`src/rtl/rdec_pkg.sv`:
```
package rdec_pkg;

  localparam int unsigned OPC_W  = 6;
  localparam int unsigned REG_W  = 5;
  localparam int unsigned FUNC_W = 6;
  localparam int unsigned IMM_W  = 16;
  localparam int unsigned JIDX_W = 26;
  localparam int unsigned WORD_W = OPC_W + JIDX_W;

  // primary opcodes
  localparam logic [OPC_W-1:0] OP_RTYPE = 6'h00;
  localparam logic [OPC_W-1:0] OP_J     = 6'h02;
  localparam logic [OPC_W-1:0] OP_JAL   = 6'h03;
  localparam logic [OPC_W-1:0] OP_BEQ   = 6'h04;
  localparam logic [OPC_W-1:0] OP_BNE   = 6'h05;
  localparam logic [OPC_W-1:0] OP_ADDI  = 6'h08;
  localparam logic [OPC_W-1:0] OP_ADDIU = 6'h09;
  localparam logic [OPC_W-1:0] OP_SLTI  = 6'h0A;
  localparam logic [OPC_W-1:0] OP_SLTIU = 6'h0B;
  localparam logic [OPC_W-1:0] OP_ANDI  = 6'h0C;
  localparam logic [OPC_W-1:0] OP_ORI   = 6'h0D;
  localparam logic [OPC_W-1:0] OP_XORI  = 6'h0E;
  localparam logic [OPC_W-1:0] OP_LUI   = 6'h0F;
  localparam logic [OPC_W-1:0] OP_LW    = 6'h23;
  localparam logic [OPC_W-1:0] OP_SW    = 6'h2B;

  // function codes
  localparam logic [FUNC_W-1:0] FN_SLL   = 6'd0;
  localparam logic [FUNC_W-1:0] FN_SRL   = 6'd2;
  localparam logic [FUNC_W-1:0] FN_SRA   = 6'd3;
  localparam logic [FUNC_W-1:0] FN_SLLV  = 6'd4;
  localparam logic [FUNC_W-1:0] FN_SRLV  = 6'd6;
  localparam logic [FUNC_W-1:0] FN_SRAV  = 6'd7;
  localparam logic [FUNC_W-1:0] FN_JR    = 6'd8;
  localparam logic [FUNC_W-1:0] FN_JALR  = 6'd9;
  localparam logic [FUNC_W-1:0] FN_MULT  = 6'd24;
  localparam logic [FUNC_W-1:0] FN_MULTU = 6'd25;
  localparam logic [FUNC_W-1:0] FN_DIV   = 6'd26;
  localparam logic [FUNC_W-1:0] FN_DIVU  = 6'd27;
  localparam logic [FUNC_W-1:0] FN_ADD   = 6'd32;
  localparam logic [FUNC_W-1:0] FN_ADDU  = 6'd33;
  localparam logic [FUNC_W-1:0] FN_SUB   = 6'd34;
  localparam logic [FUNC_W-1:0] FN_SUBU  = 6'd35;
  localparam logic [FUNC_W-1:0] FN_AND   = 6'd36;
  localparam logic [FUNC_W-1:0] FN_OR    = 6'd37;
  localparam logic [FUNC_W-1:0] FN_XOR   = 6'd38;
  localparam logic [FUNC_W-1:0] FN_NOR   = 6'd39;
  localparam logic [FUNC_W-1:0] FN_SLT   = 6'd42;
  localparam logic [FUNC_W-1:0] FN_SLTU  = 6'd43;

  typedef enum logic [3:0] {
    ALU_NOP  = 4'd0,  ALU_ADD  = 4'd1,  ALU_ADDU = 4'd2,  ALU_SUB  = 4'd3,
    ALU_SUBU = 4'd4,  ALU_AND  = 4'd5,  ALU_OR   = 4'd6,  ALU_XOR  = 4'd7,
    ALU_NOR  = 4'd8,  ALU_SLT  = 4'd9,  ALU_SLTU = 4'd10, ALU_SLL  = 4'd11,
    ALU_SRL  = 4'd12, ALU_SRA  = 4'd13, ALU_LUI  = 4'd14
  } alu_op_e;

  typedef enum logic [1:0] {
    IMM_NONE = 2'd0, IMM_SIGN = 2'd1, IMM_ZERO = 2'd2, IMM_UPPER = 2'd3
  } imm_mode_e;

  typedef enum logic [1:0] {
    DST_NONE = 2'd0, DST_RD = 2'd1, DST_RT = 2'd2, DST_LINK = 2'd3
  } dst_sel_e;

  typedef enum logic [1:0] {
    BR_NONE = 2'd0, BR_EQ = 2'd1, BR_NE = 2'd2
  } br_type_e;

  typedef enum logic [1:0] {
    JMP_NONE = 2'd0, JMP_IDX = 2'd1, JMP_REG = 2'd2
  } jmp_type_e;

  // split fields of one word
  typedef struct packed {
    logic [OPC_W-1:0]  opcode;
    logic [REG_W-1:0]  rs;
    logic [REG_W-1:0]  rt;
    logic [REG_W-1:0]  rd;
    logic [REG_W-1:0]  shamt;
    logic [FUNC_W-1:0] func;
    logic [IMM_W-1:0]  imm;
    logic [JIDX_W-1:0] jidx;
  } ins_fields_t;

  // control produced by either sub-decoder
  typedef struct packed {
    alu_op_e   alu_op;
    imm_mode_e imm_mode;
    dst_sel_e  dst;
    br_type_e  br;
    jmp_type_e jmp;
    logic      a_from_rt;
    logic      shamt_from_reg;
    logic      b_from_imm;
    logic      mem_rd;
    logic      mem_wr;
    logic      link;
    logic      muldiv;
    logic      legal;
  } dec_ctl_t;

endpackage

```
`src/rtl/rdec_fields.sv`:
```
module rdec_fields
  import rdec_pkg::*;
(
  input  logic [WORD_W-1:0] word,
  output ins_fields_t       fld
);

  localparam int unsigned OPC_LSB = WORD_W - OPC_W;
  localparam int unsigned RS_LSB  = OPC_LSB - REG_W;
  localparam int unsigned RT_LSB  = RS_LSB - REG_W;
  localparam int unsigned RD_LSB  = RT_LSB - REG_W;
  localparam int unsigned SH_LSB  = RD_LSB - REG_W;

  always_comb begin
    fld.opcode = word[OPC_LSB +: OPC_W];
    fld.rs     = word[RS_LSB  +: REG_W];
    fld.rt     = word[RT_LSB  +: REG_W];
    fld.rd     = word[RD_LSB  +: REG_W];
    fld.shamt  = word[SH_LSB  +: REG_W];
    fld.func   = word[FUNC_W-1:0];
    fld.imm    = word[IMM_W-1:0];
    fld.jidx   = word[JIDX_W-1:0];
  end

endmodule

```
`src/rtl/rdec_func.sv`:
```
module rdec_func
  import rdec_pkg::*;
(
  input  logic [FUNC_W-1:0] func,
  output dec_ctl_t          ctl
);

  always_comb begin
    ctl       = '0;
    ctl.legal = 1'b1;
    case (func)
      FN_SLL, FN_SRL, FN_SRA, FN_SLLV, FN_SRLV, FN_SRAV: begin
        ctl.a_from_rt      = 1'b1;
        ctl.shamt_from_reg = func[2];
        ctl.dst            = DST_RD;
        case (func[1:0])
          2'd0:    ctl.alu_op = ALU_SLL;
          2'd2:    ctl.alu_op = ALU_SRL;
          default: ctl.alu_op = ALU_SRA;
        endcase
      end
      FN_JR: begin
        ctl.jmp = JMP_REG;
      end
      FN_JALR: begin
        ctl.jmp  = JMP_REG;
        ctl.link = 1'b1;
        ctl.dst  = DST_RD;
      end
      FN_MULT, FN_MULTU, FN_DIV, FN_DIVU: begin
        ctl.muldiv = 1'b1;
        ctl.legal  = 1'b0;
      end
      FN_ADD:  begin ctl.alu_op = ALU_ADD;  ctl.dst = DST_RD; end
      FN_ADDU: begin ctl.alu_op = ALU_ADDU; ctl.dst = DST_RD; end
      FN_SUB:  begin ctl.alu_op = ALU_SUB;  ctl.dst = DST_RD; end
      FN_SUBU: begin ctl.alu_op = ALU_SUBU; ctl.dst = DST_RD; end
      FN_AND:  begin ctl.alu_op = ALU_AND;  ctl.dst = DST_RD; end
      FN_OR:   begin ctl.alu_op = ALU_OR;   ctl.dst = DST_RD; end
      FN_XOR:  begin ctl.alu_op = ALU_XOR;  ctl.dst = DST_RD; end
      FN_NOR:  begin ctl.alu_op = ALU_NOR;  ctl.dst = DST_RD; end
      FN_SLT:  begin ctl.alu_op = ALU_SLT;  ctl.dst = DST_RD; end
      FN_SLTU: begin ctl.alu_op = ALU_SLTU; ctl.dst = DST_RD; end
      default: ctl.legal = 1'b0;
    endcase
  end

endmodule

```
`src/rtl/rdec_opcode.sv`:
```
module rdec_opcode
  import rdec_pkg::*;
(
  input  logic [OPC_W-1:0] opcode,
  output dec_ctl_t         ctl
);

  always_comb begin
    ctl       = '0;
    ctl.legal = 1'b1;
    case (opcode)
      OP_J: begin
        ctl.jmp = JMP_IDX;
      end
      OP_JAL: begin
        ctl.jmp  = JMP_IDX;
        ctl.link = 1'b1;
        ctl.dst  = DST_LINK;
      end
      OP_BEQ, OP_BNE: begin
        ctl.br       = opcode[0] ? BR_NE : BR_EQ;
        ctl.alu_op   = ALU_SUB;
        ctl.imm_mode = IMM_SIGN;
      end
      OP_ADDI, OP_ADDIU, OP_SLTI, OP_SLTIU: begin
        ctl.imm_mode   = IMM_SIGN;
        ctl.b_from_imm = 1'b1;
        ctl.dst        = DST_RT;
        case (opcode[1:0])
          2'd0:    ctl.alu_op = ALU_ADD;
          2'd1:    ctl.alu_op = ALU_ADDU;
          2'd2:    ctl.alu_op = ALU_SLT;
          default: ctl.alu_op = ALU_SLTU;
        endcase
      end
      OP_ANDI, OP_ORI, OP_XORI: begin
        ctl.imm_mode   = IMM_ZERO;
        ctl.b_from_imm = 1'b1;
        ctl.dst        = DST_RT;
        case (opcode[1:0])
          2'd0:    ctl.alu_op = ALU_AND;
          2'd1:    ctl.alu_op = ALU_OR;
          default: ctl.alu_op = ALU_XOR;
        endcase
      end
      OP_LUI: begin
        ctl.imm_mode   = IMM_UPPER;
        ctl.b_from_imm = 1'b1;
        ctl.dst        = DST_RT;
        ctl.alu_op     = ALU_LUI;
      end
      OP_LW: begin
        ctl.imm_mode   = IMM_SIGN;
        ctl.b_from_imm = 1'b1;
        ctl.alu_op     = ALU_ADD;
        ctl.dst        = DST_RT;
        ctl.mem_rd     = 1'b1;
      end
      OP_SW: begin
        ctl.imm_mode   = IMM_SIGN;
        ctl.b_from_imm = 1'b1;
        ctl.alu_op     = ALU_ADD;
        ctl.mem_wr     = 1'b1;
      end
      default: ctl.legal = 1'b0;
    endcase
  end

endmodule

```
`src/rtl/rdec_imm.sv`:
```
module rdec_imm
  import rdec_pkg::*;
#(
  parameter int unsigned XLEN = 32
) (
  input  logic [IMM_W-1:0] imm,
  input  imm_mode_e        mode,
  output logic [XLEN-1:0]  value
);

  localparam int unsigned PAD = XLEN - IMM_W;

  logic [XLEN-1:0] sext;
  logic [XLEN-1:0] zext;

  assign sext = {{PAD{imm[IMM_W-1]}}, imm};
  assign zext = {{PAD{1'b0}}, imm};

  always_comb begin
    case (mode)
      IMM_SIGN:  value = sext;
      IMM_ZERO:  value = zext;
      IMM_UPPER: value = sext << IMM_W;
      default:   value = '0;
    endcase
  end

endmodule

```
`src/rtl/risc_instr_decoder.sv`:
```
module risc_instr_decoder
  import rdec_pkg::*;
#(
  parameter int unsigned XLEN     = 32,
  parameter int unsigned LINK_REG = 31
) (
  input  logic [31:0]     instr,
  output logic [4:0]      rs_idx,
  output logic [4:0]      rt_idx,
  output logic [4:0]      rd_idx,
  output logic [4:0]      shamt,
  output logic [25:0]     jidx,
  output logic [1:0]      dst_sel,
  output logic [4:0]      wr_idx,
  output logic            wr_en,
  output logic [3:0]      alu_op,
  output logic            a_from_rt,
  output logic            shamt_from_reg,
  output logic            b_from_imm,
  output logic [1:0]      imm_mode,
  output logic [XLEN-1:0] imm_value,
  output logic            mem_rd,
  output logic            mem_wr,
  output logic [1:0]      br_type,
  output logic [1:0]      jmp_type,
  output logic            link,
  output logic            illegal,
  output logic            muldiv
);

  localparam logic [REG_W-1:0] LINK_IDX = REG_W'(LINK_REG);

  ins_fields_t fld;
  dec_ctl_t    r_ctl;
  dec_ctl_t    i_ctl;
  dec_ctl_t    ctl;

  rdec_fields u_fields (.word(instr), .fld(fld));
  rdec_func   u_func   (.func(fld.func), .ctl(r_ctl));
  rdec_opcode u_opcode (.opcode(fld.opcode), .ctl(i_ctl));

  assign ctl = (fld.opcode == OP_RTYPE) ? r_ctl : i_ctl;

  rdec_imm #(.XLEN(XLEN)) u_imm (
    .imm   (fld.imm),
    .mode  (ctl.imm_mode),
    .value (imm_value)
  );

  logic [REG_W-1:0] dest;

  always_comb begin
    case (ctl.dst)
      DST_RD:   dest = fld.rd;
      DST_RT:   dest = fld.rt;
      DST_LINK: dest = LINK_IDX;
      default:  dest = '0;
    endcase
  end

  assign rs_idx         = fld.rs;
  assign rt_idx         = fld.rt;
  assign rd_idx         = fld.rd;
  assign shamt          = fld.shamt;
  assign jidx           = fld.jidx;
  assign dst_sel        = ctl.dst;
  assign wr_idx         = dest;
  assign wr_en          = ctl.legal && (ctl.dst != DST_NONE) && (dest != '0);
  assign alu_op         = ctl.alu_op;
  assign a_from_rt      = ctl.a_from_rt;
  assign shamt_from_reg = ctl.shamt_from_reg;
  assign b_from_imm     = ctl.b_from_imm;
  assign imm_mode       = ctl.imm_mode;
  assign mem_rd         = ctl.mem_rd;
  assign mem_wr         = ctl.mem_wr;
  assign br_type        = ctl.br;
  assign jmp_type       = ctl.jmp;
  assign link           = ctl.link;
  assign illegal        = !ctl.legal;
  assign muldiv         = ctl.muldiv;

endmodule

```
`config.mk`:
```
export PLATFORM = sky130hd
export DESIGN_NAME = risc_instr_decoder
export DESIGN_NICKNAME = d
export VERILOG_FILES = /design/src/rtl/rdec_pkg.sv /design/src/rtl/rdec_fields.sv /design/src/rtl/rdec_func.sv /design/src/rtl/rdec_opcode.sv /design/src/rtl/rdec_imm.sv /design/src/rtl/risc_instr_decoder.sv
export SDC_FILE = /design/constraint.sdc
export NUM_CORES = 1
export LEC_CHECK = 0
export BUFFER_PORTS_ARGS = -buffer_cell sky130_fd_sc_hd__buf_2
export CAP_MARGIN = 20
export CORE_MARGIN = 5
export CORE_UTILIZATION = 37
export DETAILED_ROUTE_END_ITERATION = 6
export GPL_ROUTABILITY_DRIVEN = 0
export PLACE_DENSITY = 0.85
export SLEW_MARGIN = 10
export SYNTH_ARGS = -nofsm -noshare
export SYNTH_HDL_FRONTEND = slang
export SYNTH_SLANG_ARGS = --single-unit
```
`constraint.sdc`:
```
create_clock -name vclk -period 3
set_input_delay 0.6 -clock vclk [all_inputs]
set_output_delay 0.6 -clock vclk [all_outputs]
set_load 0.01 [all_outputs]
```
# Yosys cells after proc, flatten, opt, wreduce, memory -nomap -nowiden

Cells that the tools add are included.

Output and inout port bits: 104
Bits in registers: 0
Word-level logic and storage cells: 89
Bits of input ports: 32

Equality and inequality tests: 44
Mux-type cells: 23
Reductions and logical operators: 22

Operators by type and width:

| cell               | number |
|---|---|
| $pmux 32 s3        | 1 |
| $eq 6x6->1 const B | 12 |
| $eq 6x4->1 const B | 10 |
| $pmux 4 s11        | 1 |
| $eq 6x3->1 const B | 5 |
| $pmux 6 s5         | 1 |
| $eq 6x2->1 const B | 4 |
| $eq 6x5->1 const B | 4 |
| $mux 20            | 1 |
| $reduce_or 18->1   | 1 |
| $reduce_or 17->1   | 1 |
| $pmux 5 s3         | 1 |
| $reduce_or 14->1   | 1 |
| $eq 2x2->1 const B | 6 |
| $logic_not 6->1    | 2 |
| $pmux 4 s3         | 1 |
| $mux 1             | 10 |
| $reduce_or 10->1   | 1 |
| $reduce_or 9->1    | 1 |
| $mux 2             | 4 |
| $pmux 2 s2         | 2 |
| $reduce_or 2->1    | 4 |
| $reduce_or 4->1    | 2 |
| $eq 2x1->1 const B | 3 |
| 8 further kinds    | 10 |

# Logic depth before layout (Yosys ltp)

Gate-level depths: netlist of run 1.

Word-level depth: 8
Mapped depth: 6
Gate-level depth less buffers: 4

# By module

A second synthesis of run 1 with hierarchy kept.

Cells, all modules: 273
Area, all modules: 2,082.0 sq um

Modules (own cells, without submodules):

| module             | area an instance (sq um) | cells each | seq. area each (sq um) | times used |
|---|---|---|---|---|
| rdec_fields        | 555.5                    | 74         | 0.0                    | 1 |
| risc_instr_decoder | 496.7                    | 46         | 0.0                    | 1 |
| rdec_imm           | 361.6                    | 54         | 0.0                    | 1 |
| rdec_func          | 351.6                    | 52         | 0.0                    | 1 |
| rdec_opcode        | 316.6                    | 47         | 0.0                    | 1 |

# Least setup slack after synthesis of run 1

Ideal clock, no wire load.

Kind: input -> output
From: input instr[31]
To: output link
Stages on the path: 4
Buffers on the path: 0
Required time: 2.400 ns
Arrival time: 2.110 ns
Setup slack: 0.290 ns
Path through: or4_1 > or4_1 > nor4_2 > a21o_1

Word-level cells in the longest chain between the ends: 3
Elaborated cells on any way between the ends: 4

Ends and longest elaborated chain:

| item        | line                     | source |
|---|---|---|
| from (decl) | risc_instr_decoder.sv:7  | `input logic [31:0] instr,` |
| $eq 6x2->1  | rdec_opcode.sv:11        | `case (opcode)` |
| $mux 1      | rdec_opcode.sv:11        |  |
| $mux 20 (*) | risc_instr_decoder.sv:42 | `assign ctl = (fld.opcode == OP_RTYPE) ? r_ctl : i_ctl;` |
| to (decl)   | risc_instr_decoder.sv:26 | `output logic link,` |

Every way passes the cells marked *; elsewhere a longest branch is shown, timed or not.

# Worst setup path after layout of run 1

From: input instr[30]
To: output a_from_rt

Word-level cells in the longest chain between the ends: 2

Ends and longest elaborated chain:

| item            | line                     | source |
|---|---|---|
| $logic_not 6->1 | risc_instr_decoder.sv:42 |  |
| $mux 20         | risc_instr_decoder.sv:42 |  |
| to (decl)       | risc_instr_decoder.sv:17 | `output logic a_from_rt,` |

No other way between the ends.

==> results.cfg, run 1 <==
[run_status]
status = finished, final reports clean

[routing]
drc = 0
drt_iter0_drc = 34
wl_per_cell_um = 14.07
wl_um = 4318
first_pass_iters = 4
vias = 1560
drtAntennaViolNets = 0
viasPerCell = 5.081

[setup_path]
path_cells = buf_2, or4_4, or4_4, nor4_1, buf_2
slowest_delay_ns = 0.54
crit_required_ns = 2.40
arrival_ns = 2.33
worst_setup_path_end_kind = primary output
start_kind = input pin
crit_slowest_cell = or4_4
cp_max_fo = 5
crit_type = input pin to primary output

[sta]
fin_hold_ws_ns = 1.200
tightest_slew_ns = 0.5243
rsz0062_at_grt = no
tns_ns = 0
fmax_ghz = 0.3419
setup_viol = 0
hold_viol_final = 0
drv_slew = 0
maxSlewHeadroom_pct = 64.68
period_share_pct = 97.50
min_period_ns = 2.925

[worst_hold_path]
hold_path_depth = 0
min_path_type = input pin to primary output
holdPathEnd = jidx[22]
hp-start = instr[22]

[finish]
register_area_um2 = 0
fin_nets = 295
syn2layout_area_growth_pct = 25.71
seq_cells = 0
layout-drive-gt1-share_pct = 52.49
diodes = 0
clockBufferCount = 0

[pwr]
leakage_uw = 0.001074
switchingPower_uw = 119.4
pwr-share-clk_pct = 0
pwr-share-comb_pct = 100.0
vdd.ir_drop.worst_mv = 0.06766
intPower_uw = 88.37
p_per_area_nw_per_um2 = 128.6
p_seq_share_pct = 0
netSwitchingFraction_pct = 57.47

[die]
fp.dieW_um = 68.93
start_util_pct = 38.51
core-area_um2 = 3337
row_count = 21
die_h_um = 68.93
dieArea_um2 = 4751
num_io_pins = 136

[synth]
synth.yosys.seq_area_share_pct = 0
synth_area_um2 = 1285
yosys-top-cells-area = buf_4 (27%), a21o_1 (11%), and2_1 (8.3%)
netlist_instances = 192
synth_top_area_share_pct = 26.87
ys_top_cells_by_count = buf_4 (46), a21o_1 (19), and2_1 (17)
synth_most_common_cell = buf_4
yosysTopAreaCell = buf_4
syn_nets = 224
yosys_warnings = 0
synth_cell_types = 43
syn_avg_cell_area_um2 = 6.693

[global_route]
overflow = 0
antenna_found_initial = 0
gr-usage-all-layers_pct = 15.15
grt_pass1_wl_um = 5823
grt_max_degree = 17
grt_pass1_vias = 1287

[place]
portBuffers = 121
dp_hpwl_um = 3440

[job]
cap_violations = 0
==> cells in the final DEF, fill, tap and decap left out, types with 3 or more instances in the layout <==
cell,n
a21bo_1,5
a21o_1,19
a21oi_1,11
and2_1,17
buf_2,120
buf_4,7
inv_1,6
nand2_1,4
nand2b_1,7
nand3b_1,4
nor2_1,8
nor2b_1,3
nor3_1,5
nor4_1,4
o21ai_0,7
==> how the worst max path moves through the flow <==
stage                   start         to  slack, ns  depth (start not counted)
finish              instr[30]  a_from_rt       0.07                          5
global route        instr[30]  alu_op[2]       0.01                          6
CTS                 instr[31]  alu_op[2]       0.07                          6
detailed placement  instr[31]  alu_op[2]       0.07                          6
global placement    instr[31]  alu_op[2]       0.09                          6
floorplan           instr[31]       link       0.29                          4
==> final cells by class <==
class,instances,area (µm²)
Timing Repair Buffer,128,664.4
Multi-Input combinational cell,127,870.8
Fill cell,336,1722
Tap cell,46,57.56
Inverter,6,22.52
==> metrics by stage <==
stage	setup slack [ns]	instance area [µm²]	utilization (%)	cells	total power, µW
floorplan	0.2898	1285	-	192	156.9
global placement	0.09125	1605	48.11	307	203.8
detailed placement	0.07005	1605	48.11	307	206.5
CTS	0.06958	1605	48.11	307	207.3
global route	0.01405	1615	48.41	307	228.6
finish	0.07493	1615	48.41	307	207.8
==> power groups by stage <==
stage	combinational, µW	clock (µW)	sequential (µW)
6_report	208	0	0
5_1_grt	229	0	0
4_1_cts	207	0	0
3_5_place_dp	206	0	0
3_3_place_gp	204	0	0
2_1_floorplan	157	0	0
==> critical path: cells and delay by family <==
kind          cells  cell delay (ns)
buf+inv           2             0.32
simple gates      3             1.41
==> repair_timing <==
| item | in CTS | in global routing |
|---|---|---|
| setup endpoints to repair | 0 | 1 |
| hold buffers | 0 | 0 |
| buffers inserted | 0 | 0 |
| resized for setup | 0 | 2 |
==> layer usage <==
metal | part of all wire [%] | GRT usage, % | vias to the layer above
li1 | - | - | 772
met1 | 40 | 19.18 | 689
met2 | 49 | 27.98 | 97
met3 | 10 | 1.135 | 2
met4 | 0.63 | 2.676 | 0
met5 | 0 | 0 | -
==> kinds of logic (layout without fill, tap and decap cells) <==
| group | after synthesis | in the layout | share of synthesized area [%] |
|---|---|---|---|
| AND/OR/NAND/NOR | 67 | 67 | 32.62 |
| multiplexers | 2 | 2 | 1.655 |
| buffers and inverters | 65 | 134 | 32.52 |
| AO/OA/AOI/OAI | 57 | 57 | 32.52 |
| XOR/XNOR | 1 | 1 | 0.6817 |
Note: power is estimated with default switching activity, not from simulation.
==> inputs of run 2 (changes only) <==
--- a/config.mk
+++ b/config.mk
@@ -11,6 +11,7 @@
 export CORE_UTILIZATION = 37
 export DETAILED_ROUTE_END_ITERATION = 6
 export GPL_ROUTABILITY_DRIVEN = 0
+export GPL_TIMING_DRIVEN = 1
 export PLACE_DENSITY = 0.85
 export SLEW_MARGIN = 10
 export SYNTH_ARGS = -nofsm -noshare
==> constraint.sdc (replaced) <==
create_clock -name vclk -period 3
set_input_delay 0.3 -clock vclk [all_inputs]
set_output_delay 0.3 -clock vclk [all_outputs]
set_load 0.01 [all_outputs]
==> run 2 against run 1 <==
  * Utilization down 1.6 points
  * Routed wire length down 1.6%
  * Hold slack worse by 0.60 ns
  * Combinational power down 3%
  * Sequential cell count unchanged
  * Worst setup slack better by 0.54 ns
  * Die area unchanged
  * First-iteration DRC count up 29%
  * Critical endpoint is now alu_op[2]
  * Highest routed layer unchanged
==> results.cfg, run 2 (synthesis gave the netlist of run 1 again) <==
[run_status]
status = finished, final reports clean

[finish]
final_cell_mix = buf_2 (121), a21o_1 (19), and2_1 (17)
fin_nets = 289
design_area_um2 = 1560
clockBufferCount = 0
multi_input_area_um2 = 867.1
diodes = 0
layout-drive-gt1-share_pct = 50.98
syn2layout_area_growth_pct = 21.42
seq_cells = 0
layout_commonest_cell = buf_2
fillers = 377
register_area_um2 = 0

[sta]
maxSlewHeadroom_pct = 63.36
fmax_ghz = 0.4196
setup_viol = 0
drv_slew = 0
tightest_slew_ns = 0.5439
hold_viol_final = 0
tns_ns = 0
period_share_pct = 79.43
rsz0062_at_grt = no
min_period_ns = 2.383

[place]
portBuffers = 121
dp_hpwl_um = 3463
dpl_cell_area_um2 = 1560

[setup_path]
worst_setup_path_end_kind = primary output
path_cells = buf_2, or4_1, or4_4, a21o_1, o31ai_2, buf_2
arrival_ns = 2.08
crit_slowest_cell = or4_1
crit_type = input pin to primary output
start_kind = input pin
crit_top_cell = buf_2
cp_max_fo = 17
slowest_delay_ns = 0.53
crit_required_ns = 2.70

[die]
row_count = 21
start_util_pct = 38.51
dieArea_um2 = 4751
fp.dieW_um = 68.93
core-area_um2 = 3337
num_io_pins = 136
die_h_um = 68.93

[global_route]
overflow = 0
antenna_found_initial = 0
grt_pass1_wl_um = 5830
grt_max_degree = 18
grt_pass1_vias = 1263
gr-usage-all-layers_pct = 15.25

[worst_hold_path]
hold_path_depth = 0
min_path_type = input pin to primary output

[routing]
first_pass_iters = 4
wl_per_cell_um = 14.12
drt_iter0_drc = 44
drc = 0
wl_um = 4249
viasPerCell = 4.980
vias = 1499
drtAntennaViolNets = 0

[pwr]
vdd.ir_drop.worst_mv = 0.04469
leakage_uw = 0.001042
p_per_area_nw_per_um2 = 128.8

[clock_network]
post_cts_buffers = 0
cts-hold-fix-buffers = 0
cts_resized = 0

[job]
cap_violations = 0
run 2: area by class of cell:
type,instances,share of cell area [%]
repair buffers,122,39.29
well taps,46,3.689
inverters,6,1.443
multi-input cells,127,55.57
run 2: per-stage QoR:
| step | total power (µW) | hold slack [ns] | util, % | setup slack, ns | std cells |
|---|---|---|---|---|---|
| after floorplan | 156.9 | 0.6445 | - | 0.8898 | 192 |
| after global placement | 198.4 | 0.6001 | 46.76 | 0.6369 | 301 |
| after detailed placement | 201.9 | 0.6001 | 46.76 | 0.6062 | 301 |
| after CTS | 202.6 | 0.6001 | 46.76 | 0.6139 | 301 |
| after global routing | 221.6 | 0.6000 | 46.76 | 0.5504 | 301 |
| final | 201.0 | 0.6000 | 46.76 | 0.6170 | 301 |
run 2: worst paths after layout:
kind,from,end,slack [ns]
worst max-delay path,instr[30],alu_op[2],0.62
worst min-delay path,instr[22],jidx[22],0.60
run 2: power breakdown:
group	internal [µW]	switching, µW	total [µW]
logic	82.9	118	201
registers	0	0	0
clock network	0	0	0
run 2: per-layer routing:
layer	vias up	global-route usage, %	wire length (µm)
met3	6	1.459	381
met5	-	0	0
met1	663	19.75	1735
li1	755	-	-
met4	0	2.676	51
met2	75	27.38	2080
run 2: worst max-delay path, delay by kind of cell:
family,cells,cell delay [ns]
simple gates,2,1.01
compound gates,2,0.42
buf+inv,2,0.35
